`src/rtl/ws_pkg.sv`:
```
package ws_pkg;
  localparam int unsigned ADDR_W   = 16;
  localparam int unsigned BANK_W   = 4;
  localparam int unsigned NUM_SLOW = 3;

  typedef struct packed {
    logic [ADDR_W-1:0] base;
    logic [ADDR_W-1:0] mask;
  } region_t;

  // aligned regions: hit when (addr & mask) == base
  localparam region_t SLOW_MAP [NUM_SLOW] = '{
    '{base: 16'hC000, mask: 16'hF000},
    '{base: 16'hD000, mask: 16'hF800},
    '{base: 16'hE000, mask: 16'hE000}
  };
endpackage

```
`src/rtl/ws_decode.sv`:
```
module ws_decode
  import ws_pkg::*;
(
  input  logic [ADDR_W-1:0] addr_i,
  input  logic [BANK_W-1:0] bank_i,
  input  logic              valid_i,
  output logic              slow_o
);
  logic [NUM_SLOW-1:0] hit;

  for (genvar g = 0; g < NUM_SLOW; g++) begin : g_rgn
    assign hit[g] = (addr_i & SLOW_MAP[g].mask) == SLOW_MAP[g].base;
  end

  assign slow_o = valid_i && (bank_i == '0) && (|hit);
endmodule

```
`src/rtl/ws_bank_latch.sv`:
```
module ws_bank_latch #(
  parameter int unsigned W = 4
) (
  input  logic         clk_i,
  input  logic         rst_ni,
  input  logic [W-1:0] bank_i,
  output logic [W-1:0] bank_o
);
  always_ff @(posedge clk_i or negedge rst_ni) begin
    if (!rst_ni) bank_o <= '0;
    else         bank_o <= bank_i;
  end

  p_bank_capture_r2: assert property (@(posedge clk_i) disable iff (!rst_ni)
    1'b1 |=> (bank_o == $past(bank_i)));
endmodule

```
`src/rtl/ws_seq.sv`:
```
module ws_seq (
  input  logic clk_i,
  input  logic rst_ni,
  input  logic start_i,
  output logic rdy_drive_o,
  output logic rdy_oe_o
);
  // rising-edge stage: wait pending and drive-high flop
  logic wait_q, hi_q;
  // falling-edge stage: arm drive-high, release pin
  logic mid_q, rel_q;

  always_ff @(posedge clk_i or negedge rst_ni) begin
    if (!rst_ni) begin
      wait_q <= 1'b0;
      hi_q   <= 1'b0;
    end else if (!wait_q || rel_q) begin
      // idle or sequence finished: accept a new request
      wait_q <= start_i;
      hi_q   <= 1'b0;
    end else begin
      hi_q   <= mid_q;
    end
  end

  always_ff @(negedge clk_i or negedge rst_ni) begin
    if (!rst_ni) begin
      mid_q <= 1'b0;
      rel_q <= 1'b0;
    end else begin
      mid_q <= wait_q & ~hi_q;
      rel_q <= wait_q & hi_q;
    end
  end

  assign rdy_oe_o    = wait_q & ~(rel_q & hi_q);
  assign rdy_drive_o = hi_q;

  p_high_next_r5: assert property (@(posedge clk_i) disable iff (!rst_ni)
    (wait_q && !rel_q && !hi_q) |=> hi_q);

  p_released_r6: assert property (@(posedge clk_i) disable iff (!rst_ni)
    hi_q |-> !rdy_oe_o);

  p_low_first_r4: assert property (@(posedge clk_i) disable iff (!rst_ni)
    (!rdy_oe_o && start_i) |=> (rdy_oe_o && !rdy_drive_o));
endmodule

```
`src/rtl/wait_ready_gen.sv`:
```
module wait_ready_gen
  import ws_pkg::*;
(
  input  logic              clk_i,
  input  logic              rst_ni,
  input  logic [ADDR_W-1:0] addr_i,
  input  logic [BANK_W-1:0] bank_i,
  input  logic              data_valid_i,
  input  logic              prog_valid_i,
  output logic [BANK_W-1:0] bank_o,
  output logic              rdy_drive_o,
  output logic              rdy_oe_o
);
  logic addr_valid;
  logic slow;

  assign addr_valid = data_valid_i | prog_valid_i;

  ws_decode i_decode (
    .addr_i  (addr_i),
    .bank_i  (bank_i),
    .valid_i (addr_valid),
    .slow_o  (slow)
  );

  ws_bank_latch #(.W(BANK_W)) i_bank (
    .clk_i  (clk_i),
    .rst_ni (rst_ni),
    .bank_i (bank_i),
    .bank_o (bank_o)
  );

  ws_seq i_seq (
    .clk_i       (clk_i),
    .rst_ni      (rst_ni),
    .start_i     (slow),
    .rdy_drive_o (rdy_drive_o),
    .rdy_oe_o    (rdy_oe_o)
  );

  p_no_wait_unqualified_r1: assert property (@(posedge clk_i) disable iff (!rst_ni)
    (!rdy_oe_o && !addr_valid) |=> !rdy_oe_o);

  p_fast_no_wait_r3: assert property (@(posedge clk_i) disable iff (!rst_ni)
    (!rdy_oe_o && !slow) |=> !rdy_oe_o);

  p_reset_release_r9: assert property (@(negedge clk_i)
    !rst_ni |-> !rdy_oe_o);
endmodule

```
`config.mk`:
```
export PLATFORM = sky130hd
export DESIGN_NAME = wait_ready_gen
export DESIGN_NICKNAME = d
export VERILOG_FILES = /design/src/rtl/ws_pkg.sv /design/src/rtl/ws_decode.sv /design/src/rtl/ws_bank_latch.sv /design/src/rtl/ws_seq.sv /design/src/rtl/wait_ready_gen.sv
export SDC_FILE = /design/constraint.sdc
export NUM_CORES = 1
export LEC_CHECK = 0
export ABC_AREA = 1
export BUFFER_PORTS_ARGS = -buffer_cell sky130_fd_sc_hd__buf_4
export CAP_MARGIN = 25
export CORE_AREA = 2 2 39 41
export CTS_CLUSTER_DIAMETER = 150
export DETAILED_ROUTE_END_ITERATION = 16
export DIE_AREA = 0 0 41 43
export PLACE_DENSITY_LB_ADDON = 0.05
export SETUP_SLACK_MARGIN = 0.5
export SLEW_MARGIN = 10
export SYNTH_ARGS = -nofsm -noshare
export SYNTH_HDL_FRONTEND = slang
export SYNTH_SLANG_ARGS = --single-unit
```
`constraint.sdc`:
```
create_clock -name clk_i -period 1.01 [get_ports clk_i]
set_input_delay 0.101 -clock clk_i [delete_from_list [all_inputs] [get_ports clk_i]]
set_output_delay 0.101 -clock clk_i [all_outputs]
set_load 0.005 [all_outputs]
```
==> metrics.txt <==
# TYPE chip_impl_metric gauge
chip_impl_metric{name="power.density_cell_area",unit="nW/um^2"} 1670
chip_impl_metric{name="timing.final.hold_violations",unit=""} 10
chip_impl_metric{name="ioPinCount",unit=""} 30
chip_impl_metric{name="synth-seq-cells",unit=""} 8
chip_impl_metric{name="drv_slew",unit=""} 0
chip_impl_metric{name="reg2reg_slack",unit="ns"} -0.26
chip_impl_metric{name="sinks_on_the_clock_net",unit=""} 8
chip_impl_metric{name="detailedRoute.firstIterationViolations",unit=""} 0
chip_impl_info{name="start_of_the_worst_register_to_register_path",value="i_seq.rel_q"} 1
chip_impl_info{name="clock_root_buffer",value="clkbuf_4"} 1
chip_impl_info{name="path_class",value="reg2out"} 1
chip_impl_metric{name="total_standard_cell_area_after_synthesis",unit="sq um"} 290.3
chip_impl_metric{name="worst_reg2reg_path_depth",unit=""} 2
chip_impl_metric{name="place_inst",unit=""} 65
chip_impl_metric{name="antenna_cells_inserted",unit=""} 0
chip_impl_metric{name="max_cap_viol_count",unit=""} 0
chip_impl_metric{name="remaining_drc_errors",unit=""} 0
chip_impl_metric{name="synth-edff-count",unit=""} 0
chip_impl_metric{name="required",unit="ns"} 0.91
chip_impl_metric{name="timing.final.ws_setup",unit="ns"} -0.4477
chip_impl_info{name="crit_path_end_kind",value="output port"} 1
chip_impl_metric{name="leakage",unit="nW"} 0.2954
chip_impl_metric{name="vdd_drop_max",unit="uV"} 754.4
chip_impl_metric{name="floorplan.die_area",unit="sq um"} 1763
chip_impl_metric{name="synth_async_sr_flop_share",unit="%"} 100.0
chip_impl_metric{name="cts.path.max_buffers",unit=""} 2
chip_impl_metric{name="ys_warn_count",unit=""} 0
chip_impl_info{name="outcome",value="finished, violations left"} 1
chip_impl_metric{name="route.vias.total",unit=""} 261
chip_impl_metric{name="finClkSkew",unit="ns"} 0.01254
chip_impl_info{name="rsz0062_at_grt",value="true"} 1
chip_impl_metric{name="postSynthAreaPerCell",unit="sq um"} 10.01
chip_impl_metric{name="floorplan.die.height",unit="um"} 43
chip_impl_metric{name="stdcell_count",unit=""} 69
chip_impl_metric{name="flow.area_growth_from_synthesis",unit="%"} 80.60
chip_impl_metric{name="clkLatencyLatePin",unit="ns"} 0.25
chip_impl_metric{name="via_count_of_the_first_global_routing_pass",unit=""} 258
chip_impl_metric{name="synth_top_area_share",unit="%"} 51.72
chip_impl_metric{name="route.detailed.wl_per_inst",unit="um"} 9.072
chip_impl_info{name="crit-reg2reg-capture",value="i_seq.rdy_drive_o"} 1
chip_impl_metric{name="port_buffers",unit=""} 18
chip_impl_metric{name="detailed_place_hpwl",unit="um"} 503.5
chip_impl_info{name="violations",value="hold timing, setup timing"} 1
chip_impl_metric{name="final_wtd_congestion",unit=""} 0.5289
chip_impl_metric{name="clk_pin_slew_worst_paths",unit="ns"} 0.05
chip_impl_metric{name="max_slew.worst_pin.slew",unit="ns"} 0.2810
chip_impl_metric{name="hold-worst-slack",unit="ns"} -0.09564
chip_impl_info{name="tritoncts",value="done"} 1
chip_impl_info{name="yosysTopAreaCell",value="dfrtp_1"} 1
chip_impl_metric{name="finalSetupTns",unit="ns"} -1.215
chip_impl_metric{name="dr.pass1.iters",unit=""} 1
chip_impl_metric{name="fraction_of_layout_instances_using_a_drive_strength_above_1",unit="%"} 50.94
chip_impl_metric{name="maxSlewHeadroom",unit="%"} 81.27
chip_impl_metric{name="grt_start_max_net_pins",unit=""} 7
chip_impl_info{name="synth_top_cells_by_count",value="dfrtp_1, inv_1, nand2_1"} 1
chip_impl_metric{name="postCtsHoldBufs",unit=""} 1
chip_impl_metric{name="worstPathArrival",unit="ns"} 1.36
chip_impl_metric{name="floorplan.initialDensity",unit="%"} 20.98
chip_impl_metric{name="grt_remaining_overflow",unit=""} 0
chip_impl_metric{name="ant_nets",unit=""} 0
chip_impl_metric{name="postSynthCellCount",unit=""} 29
chip_impl_metric{name="grt_first_pass_wirelength",unit="um"} 966
chip_impl_info{name="dominantRegCellSynth",value="dfrtp_1"} 1
chip_impl_info{name="synth_top_cells_by_area",value="dfrtp_1, dfrtn_1, inv_1"} 1
chip_impl_metric{name="number_of_buffers_created_by_cts",unit=""} 3
chip_impl_metric{name="grtUsageTotal",unit="%"} 9.036
chip_impl_metric{name="finalPower",unit="uW"} 875.6
chip_impl_metric{name="htree_num_levels",unit=""} 1
chip_impl_metric{name="rows",unit=""} 14
chip_impl_info{name="timing.critical_path.from_type",value="flop"} 1
chip_impl_metric{name="die_width",unit="um"} 41
chip_impl_metric{name="grt_antenna_before_repair",unit=""} 0
chip_impl_metric{name="worstPathMaxFanout",unit=""} 2
chip_impl_metric{name="finalSetupViolations",unit=""} 5
chip_impl_metric{name="detail_route.wirelength",unit="um"} 626
chip_impl_metric{name="synth_nets",unit=""} 53
chip_impl_info{name="class_of_the_most_critical_hold_timing_path",value="in2async"} 1
chip_impl_metric{name="yosys.cell_types.count",unit=""} 11
chip_impl_metric{name="viasPerCell",unit=""} 3.783
chip_impl_metric{name="nNetsFinal",unit=""} 79
chip_impl_metric{name="core_area",unit="sq um"} 1384
chip_impl_metric{name="synth_seq_area_share",unit="%"} 68.97
sequential cells by signal (all words and copies together), names as in the netlist:
register and count:
i_bank.bank_o 4, i_seq.mid_q 1, i_seq.rdy_drive_o 1, i_seq.rel_q 1
i_seq.wait_q 1
layout make-up:
| type | instances | area (sq um) |
|---|---|---|
| Fill cell | 144 | 859.6 |
| Sequential cell | 8 | 200.2 |
| Timing Repair Buffer | 21 | 185.2 |
| Multi-Input combinational cell | 14 | 70.07 |
| Inverter | 7 | 26.28 |
| Clock buffer | 3 | 22.52 |
| Tap cell | 16 | 20.02 |
repair_timing:
action / in CTS / in global routing
buffers inserted: 0 / 0
pin swaps: 3 / 0
setup endpoints to repair: 10 / 16
endpoints found under the hold margin: 10 / 11
gates resized for setup: 8 / 1
cell families (layout without fill, tap and decap cells):
family | count (synthesis) | count (layout) | synth area share [%]
buffers and inverters | 7 | 31 | 9.050
AO/OA/AOI/OAI | 1 | 1 | 1.722
flip-flops | 8 | 8 | 68.96
AND/OR/NAND/NOR | 13 | 13 | 20.26
critical path, cell delays in order (launching register included):
cell	delay, ns
dfrtn_1	0.42
a21oi_2	0.05
buf_4	0.13
cells in the final DEF (no fill, tap or decap):
cell / n
a21oi_2: 1
buf_4: 14
buf_6: 6
clkbuf_4: 3
dfrtn_1: 2
dfrtp_1: 6
dlymetal6s4s_1: 1
inv_1: 6
inv_2: 1
nand2_1: 5
nand3_1: 1
nand3b_1: 1
nor2_1: 3
nor2_2: 2
or2_1: 1
stage by stage:
stage	util [%]	instance area, sq um	worst slack (ns)
floorplan	-	290.3	-0.1684
global placement	33.27	460.4	-0.1785
detailed placement	33.27	460.4	-0.2127
CTS	37.70	521.8	-0.4667
global route	37.88	524.3	-0.4969
finish	37.88	524.3	-0.4477
worst max path at each step:
stage                     slack [ns]  cells past startpoint                 to        start
after CTS                      -0.47                      2           rdy_oe_o  i_seq.rel_q
final                          -0.45                      2           rdy_oe_o  i_seq.rel_q
after global routing           -0.50                      2           rdy_oe_o  i_seq.rel_q
after floorplan                -0.17                      2  i_seq.rdy_drive_o  i_seq.rel_q
after global placement         -0.18                      2  i_seq.rdy_drive_o  i_seq.rel_q
after detailed placement       -0.21                      2  i_seq.rdy_drive_o  i_seq.rel_q
metal layers:
layer / GRT usage [%] / vias to the layer above / part of all wire [%]
li1: - / 132 / -
met1: 9.000 / 121 / 34
met2: 13.75 / 8 / 60
met3: 6.283 / 0 / 5.9
met4: 4.000 / 0 / 0
met5: 0 / - / 0
report_power, final:
group	internal, mW	leakage (nW)	switching [mW]
logic	0.147	0.182	0.0946
clock network	0.135	0.0138	0.0973
registers	0.373	0.0997	0.0286
total	0.655	0.295	0.220
Power figures use the tool's default switching activity.
